`config.mk`:
```
export PLATFORM = sky130hd
export DESIGN_NAME = usb_ep_status_lock
export DESIGN_NICKNAME = d
export VERILOG_FILES = /design/src/rtl/usb_ep_pkg.sv /design/src/rtl/usb_ep_txn_tracker.sv /design/src/rtl/usb_ep_write_lock.sv /design/src/rtl/usb_ep_status_regs.sv /design/src/rtl/usb_ep_status_lock.sv
export SDC_FILE = /design/constraint.sdc
export NUM_CORES = 1
export LEC_CHECK = 0
export BUFFER_PORTS_ARGS = -buffer_cell sky130_fd_sc_hd__buf_2
export CAP_MARGIN = 25
export CELL_PAD_IN_SITES_DETAIL_PLACEMENT = 1
export CELL_PAD_IN_SITES_GLOBAL_PLACEMENT = 1
export CORE_MARGIN = 4
export CORE_UTILIZATION = 42
export CTS_CLUSTER_DIAMETER = 80
export CTS_CLUSTER_SIZE = 25
export DETAILED_ROUTE_END_ITERATION = 8
export PLACE_DENSITY = 0.81
export SETUP_SLACK_MARGIN = 0.15
export SKIP_CTS_REPAIR_TIMING = 1
export SYNTH_ARGS = -nofsm -noshare
export SYNTH_HDL_FRONTEND = slang
export SYNTH_HIERARCHICAL = 1
export SYNTH_SLANG_ARGS = --single-unit
```
`constraint.sdc`:
```
create_clock -name clk -period 3.5 [get_ports clk]
set_input_delay 0.35 -clock clk [delete_from_list [all_inputs] [get_ports clk]]
set_output_delay 0.35 -clock clk [all_outputs]
set_load 0.02 [all_outputs]
```
`src/rtl/usb_ep_pkg.sv`:
```
// Shared types for the endpoint status block.
// Assumes a reduced mode set: off, control, in-only, out-only.
package usb_ep_pkg;

    typedef enum logic [1:0] {
        TOK_SETUP = 2'd0,
        TOK_IN    = 2'd1,
        TOK_OUT   = 2'd2,
        TOK_NONE  = 2'd3
    } tok_e;

    localparam int MODE_W = 4;

    localparam logic [MODE_W-1:0] MODE_OFF  = 4'd0;
    localparam logic [MODE_W-1:0] MODE_CTRL = 4'd1;
    localparam logic [MODE_W-1:0] MODE_IN   = 4'd2;
    localparam logic [MODE_W-1:0] MODE_OUT  = 4'd3;

    // True when an endpoint in mode m takes part in a transaction opened by token t.
    function automatic logic ep_accepts(input logic [MODE_W-1:0] m, input tok_e t);
        case (t)
            TOK_SETUP: ep_accepts = (m == MODE_CTRL);
            TOK_IN:    ep_accepts = (m == MODE_CTRL) || (m == MODE_IN);
            TOK_OUT:   ep_accepts = (m == MODE_CTRL) || (m == MODE_OUT);
            default:   ep_accepts = 1'b0;
        endcase
    endfunction

endpackage

```
`src/rtl/usb_ep_txn_tracker.sv`:
```
// Follows one transaction from token to end, decides whether the endpoint
// takes part and whether the transaction is valid, and produces update events
// and the interrupt pulse.
// Assumes data_done arrives before eot and at most one token per transaction.
module usb_ep_txn_tracker
    import usb_ep_pkg::*;
#(
    parameter int CNT_W     = 4,
    parameter int MAX_BYTES = 10
) (
    input  logic              clk,
    input  logic              rst_n,
    input  logic [MODE_W-1:0] mode,
    input  logic              tok_vld,
    input  tok_e              tok_kind,
    input  logic              data_start,
    input  logic              data_done,
    input  logic [CNT_W-1:0]  rx_count,
    input  logic              rx_crc_ok,
    input  logic              rx_toggle,
    input  logic              ack_xfer,
    input  logic              eot,
    input  logic              buf_corrupt,
    output logic              active,
    output tok_e              cur_tok,
    output logic              ev_setup,
    output logic              ev_done,
    output logic              ev_lock,
    output logic [CNT_W-1:0]  pkt_count,
    output logic              pkt_toggle,
    output logic              irq
);

    localparam logic [CNT_W-1:0] CNT_LIMIT = CNT_W'(MAX_BYTES);

    logic acc_q, ack_q, data_ok_q, corrupt_q;
    logic ack_now, corrupt_now, in_txn, txn_ok;

    // Transaction context: opened by a token, closed by eot.
    always_ff @(posedge clk) begin
        if (!rst_n) begin
            active     <= 1'b0;
            cur_tok    <= TOK_NONE;
            acc_q      <= 1'b0;
            ack_q      <= 1'b0;
            data_ok_q  <= 1'b0;
            corrupt_q  <= 1'b0;
            pkt_count  <= '0;
            pkt_toggle <= 1'b0;
        end else if (tok_vld) begin
            active    <= 1'b1;
            cur_tok   <= tok_kind;
            acc_q     <= ep_accepts(mode, tok_kind);
            ack_q     <= 1'b0;
            data_ok_q <= 1'b0;
            corrupt_q <= 1'b0;
        end else if (eot) begin
            active <= 1'b0;
        end else if (active) begin
            if (ack_xfer)    ack_q     <= 1'b1;
            if (buf_corrupt) corrupt_q <= 1'b1;
            if (data_done) begin
                data_ok_q  <= rx_crc_ok && (rx_count <= CNT_LIMIT);
                pkt_count  <= rx_count;
                pkt_toggle <= rx_toggle;
            end
        end
    end

    // Validity of the current transaction, counting events that land on eot itself.
    always_comb begin
        ack_now     = ack_q || ack_xfer;
        corrupt_now = corrupt_q || buf_corrupt;
        in_txn      = active && acc_q;
        txn_ok      = (cur_tok == TOK_IN) ? ack_now : (data_ok_q && !corrupt_now);
        ev_setup    = data_start && in_txn && (cur_tok == TOK_SETUP);
        ev_done     = eot && in_txn && txn_ok;
        ev_lock     = eot && in_txn && ack_now;
    end

    // Interrupt pulse: one cycle after a corruption report or a valid completion.
    always_ff @(posedge clk) begin
        if (!rst_n) irq <= 1'b0;
        else        irq <= buf_corrupt || (ev_done && !corrupt_q);
    end

    p_setup_ignored_r2: assert property (@(posedge clk) disable iff (!rst_n)
        (tok_vld && tok_kind == TOK_SETUP && mode != MODE_CTRL) |=> !ev_setup && !ev_done)
        else $error("R2: setup accepted by non-control endpoint");

    p_corrupt_irq_r8: assert property (@(posedge clk) disable iff (!rst_n)
        buf_corrupt |=> irq)
        else $error("R8: no interrupt after buffer corruption");

    p_irq_after_done_r7: assert property (@(posedge clk) disable iff (!rst_n)
        (ev_done && !corrupt_q) |=> irq)
        else $error("R7: no interrupt after valid completion");

endmodule

```
`src/rtl/usb_ep_write_lock.sv`:
```
// Write interlock for the mode and count registers. Set at the end of an
// acknowledged transaction, cleared by a CPU read made outside a transaction.
// Assumes ev_lock is only raised in a cycle where the transaction is active.
module usb_ep_write_lock (
    input  logic clk,
    input  logic rst_n,
    input  logic ev_lock,
    input  logic cpu_rd,
    input  logic active,
    output logic locked
);

    // Lock flag: set wins because the read qualifier excludes open transactions.
    always_ff @(posedge clk) begin
        if (!rst_n)                         locked <= 1'b0;
        else if (ev_lock)                   locked <= 1'b1;
        else if (cpu_rd && !active)         locked <= 1'b0;
    end

    p_lock_after_ack_r9: assert property (@(posedge clk) disable iff (!rst_n)
        ev_lock |=> locked)
        else $error("R9: lock not set after acknowledged transaction");

    p_unlock_idle_read_r10: assert property (@(posedge clk) disable iff (!rst_n)
        $fell(locked) |-> $past(cpu_rd && !active))
        else $error("R10: lock cleared without an idle read");

endmodule

```
`src/rtl/usb_ep_status_regs.sv`:
```
// Mode, count and PID status registers with CPU write port and read mux.
// Engine updates take priority over a CPU write in the same cycle.
// Assumes CNT_W is at most 6 so the count fits the read layout.
module usb_ep_status_regs
    import usb_ep_pkg::*;
#(
    parameter int CNT_W = 4
) (
    input  logic              clk,
    input  logic              rst_n,
    input  logic              locked,
    input  logic              ev_setup,
    input  logic              ev_done,
    input  tok_e              cur_tok,
    input  logic [CNT_W-1:0]  pkt_count,
    input  logic              pkt_toggle,
    input  logic              cpu_wr,
    input  logic              cpu_addr,
    input  logic [7:0]        cpu_wdata,
    output logic [MODE_W-1:0] mode,
    output logic [7:0]        cpu_rdata
);

    localparam int PAD_W = 6 - CNT_W;

    logic [CNT_W-1:0] count_q;
    logic dval_q, dtog_q;
    logic pid_setup, pid_in, pid_out;
    logic wr_ok;

    assign wr_ok = cpu_wr && !locked;

    // Mode register: CPU-owned, protected by the interlock.
    always_ff @(posedge clk) begin
        if (!rst_n)                   mode <= MODE_OFF;
        else if (wr_ok && !cpu_addr)  mode <= cpu_wdata[MODE_W-1:0];
    end

    // Count and flags: engine update at a valid data-carrying end, else CPU write.
    always_ff @(posedge clk) begin
        if (!rst_n) begin
            count_q <= '0;
            dval_q  <= 1'b0;
            dtog_q  <= 1'b0;
        end else if (ev_done && cur_tok != TOK_IN) begin
            count_q <= pkt_count;
            dval_q  <= 1'b1;
            dtog_q  <= pkt_toggle;
        end else if (wr_ok && cpu_addr) begin
            count_q <= cpu_wdata[CNT_W-1:0];
            dval_q  <= cpu_wdata[7];
            dtog_q  <= cpu_wdata[6];
        end
    end

    // PID status: Setup at data phase start, In and Out at the end.
    always_ff @(posedge clk) begin
        if (!rst_n) begin
            pid_setup <= 1'b0;
            pid_in    <= 1'b0;
            pid_out   <= 1'b0;
        end else if (ev_setup) begin
            pid_setup <= 1'b1;
            pid_in    <= 1'b0;
            pid_out   <= 1'b0;
        end else if (ev_done && cur_tok == TOK_IN) begin
            pid_setup <= 1'b0;
            pid_in    <= 1'b1;
            pid_out   <= 1'b0;
        end else if (ev_done && cur_tok == TOK_OUT) begin
            pid_setup <= 1'b0;
            pid_in    <= 1'b0;
            pid_out   <= 1'b1;
        end
    end

    // Read mux for the two register addresses.
    always_comb begin
        if (!cpu_addr) cpu_rdata = {pid_setup, pid_in, pid_out, locked, mode};
        else           cpu_rdata = {dval_q, dtog_q, {PAD_W{1'b0}}, count_q};
    end

    p_locked_mode_hold_r9: assert property (@(posedge clk) disable iff (!rst_n)
        (locked && cpu_wr && !cpu_addr) |=> $stable(mode))
        else $error("R9: mode written while locked");

    p_setup_at_data_r4: assert property (@(posedge clk) disable iff (!rst_n)
        $rose(pid_setup) |-> $past(ev_setup))
        else $error("R4: setup flag set outside data phase start");

    p_in_at_end_r5: assert property (@(posedge clk) disable iff (!rst_n)
        $rose(pid_in) |-> $past(ev_done))
        else $error("R5: in flag set outside transaction end");

    p_out_at_end_r5: assert property (@(posedge clk) disable iff (!rst_n)
        $rose(pid_out) |-> $past(ev_done))
        else $error("R5: out flag set outside transaction end");

    p_count_at_end_r6: assert property (@(posedge clk) disable iff (!rst_n)
        (!ev_done && !wr_ok) |=> $stable(count_q))
        else $error("R6: count changed without end or write");

endmodule

```
`src/rtl/usb_ep_status_lock.sv`:
```
// Top of the endpoint status block: ties the transaction tracker, the
// status registers and the write interlock together.
// Assumes all engine inputs are single-cycle pulses in the clk domain.
module usb_ep_status_lock
    import usb_ep_pkg::*;
#(
    parameter int CNT_W     = 4,
    parameter int MAX_BYTES = 10
) (
    input  logic             clk,
    input  logic             rst_n,
    input  logic             tok_vld,
    input  logic [1:0]       tok_kind,
    input  logic             data_start,
    input  logic             data_done,
    input  logic [CNT_W-1:0] rx_count,
    input  logic             rx_crc_ok,
    input  logic             rx_toggle,
    input  logic             ack_xfer,
    input  logic             eot,
    input  logic             buf_corrupt,
    input  logic             cpu_wr,
    input  logic             cpu_rd,
    input  logic             cpu_addr,
    input  logic [7:0]       cpu_wdata,
    output logic [7:0]       cpu_rdata,
    output logic             irq,
    output logic             locked
);

    logic [MODE_W-1:0] mode;
    logic              active, ev_setup, ev_done, ev_lock, pkt_toggle;
    tok_e              cur_tok;
    logic [CNT_W-1:0]  pkt_count;

    usb_ep_txn_tracker #(.CNT_W(CNT_W), .MAX_BYTES(MAX_BYTES)) u_trk (
        .clk        (clk),
        .rst_n      (rst_n),
        .mode       (mode),
        .tok_vld    (tok_vld),
        .tok_kind   (tok_e'(tok_kind)),
        .data_start (data_start),
        .data_done  (data_done),
        .rx_count   (rx_count),
        .rx_crc_ok  (rx_crc_ok),
        .rx_toggle  (rx_toggle),
        .ack_xfer   (ack_xfer),
        .eot        (eot),
        .buf_corrupt(buf_corrupt),
        .active     (active),
        .cur_tok    (cur_tok),
        .ev_setup   (ev_setup),
        .ev_done    (ev_done),
        .ev_lock    (ev_lock),
        .pkt_count  (pkt_count),
        .pkt_toggle (pkt_toggle),
        .irq        (irq)
    );

    usb_ep_status_regs #(.CNT_W(CNT_W)) u_regs (
        .clk       (clk),
        .rst_n     (rst_n),
        .locked    (locked),
        .ev_setup  (ev_setup),
        .ev_done   (ev_done),
        .cur_tok   (cur_tok),
        .pkt_count (pkt_count),
        .pkt_toggle(pkt_toggle),
        .cpu_wr    (cpu_wr),
        .cpu_addr  (cpu_addr),
        .cpu_wdata (cpu_wdata),
        .mode      (mode),
        .cpu_rdata (cpu_rdata)
    );

    usb_ep_write_lock u_lock (
        .clk    (clk),
        .rst_n  (rst_n),
        .ev_lock(ev_lock),
        .cpu_rd (cpu_rd),
        .active (active),
        .locked (locked)
    );

endmodule

```
==> results.yml <==
logic_synthesis:
  synth.distinct_cells: 38
  seq_area_frac_synth_pct: 39.3
  synth_edf_count: 0
  asyncSetResetFlopFracSynth_pct: 0
  mappedNetlistArea_mm2: 0.00137
  synth.most_common_cell: "dfxtp_1"
  synth_top_area_share_pct: 39.3
  synth_area_leaders: "dfxtp_1 39%, mux2i_1 12%, nor2b_1 7.3%, mux2_2 4.1%, a21oi_1 4.0%"
  syn-mean-instance-area_um2: 10.0
  synth_top_area_cell: "dfxtp_1"
  ys.flop_type: "dfxtp_1"
  ys_ff_latch: 27
  synthTopCellsByCount: "27 x dfxtp_1, 17 x mux2i_1, 16 x nor2b_1"
  ys_warn_count: 6
  synthesis.nets: 167
  syn_inst: 137
pwr:
  p_total_mw: 0.541
  vdd_ir_drop_max_mv: 0.156
  power_density_mw_per_mm2: 340
  leakage_nw: 0.672
critical_path:
  endpoint: "u_regs/dtog_q$_SDFFE_PN0P_"
  cp-start-kind: "flop"
  crit_arrival_ps: 2460
  crit_path_end_kind: "flop"
  cp.required_ps: 3710
  slowest_delay_ps: 610
  crit_fanout: 9
  r2r_slack_ps: 1250
  worst_path_max_delay_cell: "nor3_1"
  startpoint: "u_trk/cur_tok[0]$_SDFFE_PN1P_"
  path_class: "reg2reg"
  cp_cell_sequence: "nand2b_1 > o31a_1 > nor3_1 > inv_1 > o31ai_1 > a21oi_1"
  r2r_start: "u_trk/cur_tok[0]$_SDFFE_PN1P_"
  r2r_end: "u_regs/dtog_q$_SDFFE_PN0P_"
  reg2regPathDepth: 6
min_path:
  hp-class: "in2reg"
  worstHoldStart: "tok_kind[0]"
sta:
  rsz0062_at_grt: "false"
  final.setup.tns_ps: 0
  drv_slew: 0
  period_share_pct: 64.2
  whs_ps: 280
  final.setup_skew_ps: 6.57
  setup_viol: 0
  setup_ws_ps: 1250
  min_period_ps: 2250
  fmaxAchievable_ghz: 0.445
  relSlewSlack_pct: 47.6
  worst_pin_slew_ps: 780
  finalHoldViolations: 0
placed_design:
  post-place-ws_ps: 1260
  dpl.hpwl_um: 2660
  placed_cells: 211
  dpl_cell_area_mm2: 0.00156
  gp_congestion: 0.745
  portBuffers: 34
cts:
  cts-root-buf: "clkbuf_4"
  htreeDepth: 1
  cts_sinks: 27
  clock_latency_ps: 320
  cts_max_path_buffers: 2
  cts_tree: "yes"
  numCtsBuffers: 3
  clk_pin_slew_ps: 140
floorplan:
  initial_utilization_pct: 44.3
  die_width_um: 65.2
  num_io_pins: 37
  dieArea_mm2: 0.00425
  num_rows: 20
  fp.dieH_um: 65.2
  core_mm2: 0.00310
route:
  vias: 1106
  drt_iter0_drc: 21
  vias_per_cell: 5.14
  drt_wl_total_um: 3430
  ant_nets: 0
  firstDrtPassIters: 3
  drc: 0
  post_drt_wl_per_cell_um: 16.0
job:
  maxCapViolCount: 0
cells_and_area:
  area_delta_synth_final_pct: 15.8
  stdcell_count: 215
  drive_above_1_share_pct: 28.7
  fin_nets: 202
  fillers: 396
  final_core_util_pct: 51.2
  diodes: 0
  finish.instance_area_mm2: 0.00159
grt:
  grt_pass1_vias: 1209
  antenna_found_initial: 0
  grt_max_degree: 25
  grt_first_pass_wirelength_um: 5760
  track_usage_pct: 17.6
  overflow: 0
outcome:
  outcome: "completed"
## critical path: cells and delay by family, from the launching register on
| family | cells | cell delay (ps) |
|---|---|---|
| flops | 1 | 570 |
| compound gates | 3 | 580 |
| simple gates | 2 | 760 |
| buf+inv | 1 | 220 |
## registers in the layout, summed over array words and instances (netlist names), 2 cells and up
register and cells:
u_trk/cur_tok 2, u_regs/count_q 4, u_regs/mode 4, u_trk/pkt_count 4
## per-layer routing
metal	GRT usage (%)	share of wire, %	vias up
met2	32.1	53	17
met5	0	0	-
met3	2.39	3.3	2
li1	-	-	552
met1	21.0	44	535
met4	6.22	0.44	0
## where the power goes
group / switching, mW / internal, mW
logic: 0.0417 / 0.0394
clock network: 0.0874 / 0.0446
registers: 0.0100 / 0.317
total: 0.139 / 0.401
## layout make-up
class / count / area [µm²] / share of cell area, %
clock buffers: 4 / 26.3 / 1.65
well taps: 44 / 55.1 / 3.46
multi-input cells: 99 / 772 / 48.5
inverters: 7 / 26.3 / 1.65
flip-flops and latches: 27 / 541 / 34.0
repair buffers: 34 / 170 / 10.7
## worst min-delay path by stage
| stage | endpoint | slack (ps) | cells past startpoint |
|---|---|---|---|
| global placement | u_regs/pid_out$_SDFFE_PP0P_ | 460 | 2 |
| CTS | u_trk/cur_tok[0]$_SDFFE_PN1P_ | 260 | 3 |
| finish | u_trk/cur_tok[0]$_SDFFE_PN1P_ | 280 | 3 |
| floorplan | u_regs/pid_out$_SDFFE_PP0P_ | 440 | 2 |
| detailed placement | u_regs/pid_out$_SDFFE_PP0P_ | 470 | 2 |
| global route | u_trk/cur_tok[0]$_SDFFE_PN1P_ | 280 | 3 |
## logic make-up after synthesis
group                    synth area share (%)
flip-flops                               39.3
adder cells (fa/ha/maj)                  2.73
AND/OR/NAND/NOR                          20.8
buffers and inverters                    4.46
XOR/XNOR                                 1.28
AO/OA/AOI/OAI                            14.9
multiplexers                             16.5
## layout by cell type, fill, tap and decap left out, drive strengths merged, types with 2 or more instances in the layout
cell type / n
nor2: 6
mux2i: 17
a21boi: 2
nor2b: 16
o21ai: 3
dfxtp: 27
buf: 34
ha: 3
nand2b: 4
nor4b: 2
o22ai: 2
mux2: 5
a21oi: 11
o21a: 3
clkbuf: 4
inv: 7
o31ai: 5
nor3b: 2
nand2: 5
Note: power is estimated with default switching activity, not from simulation.
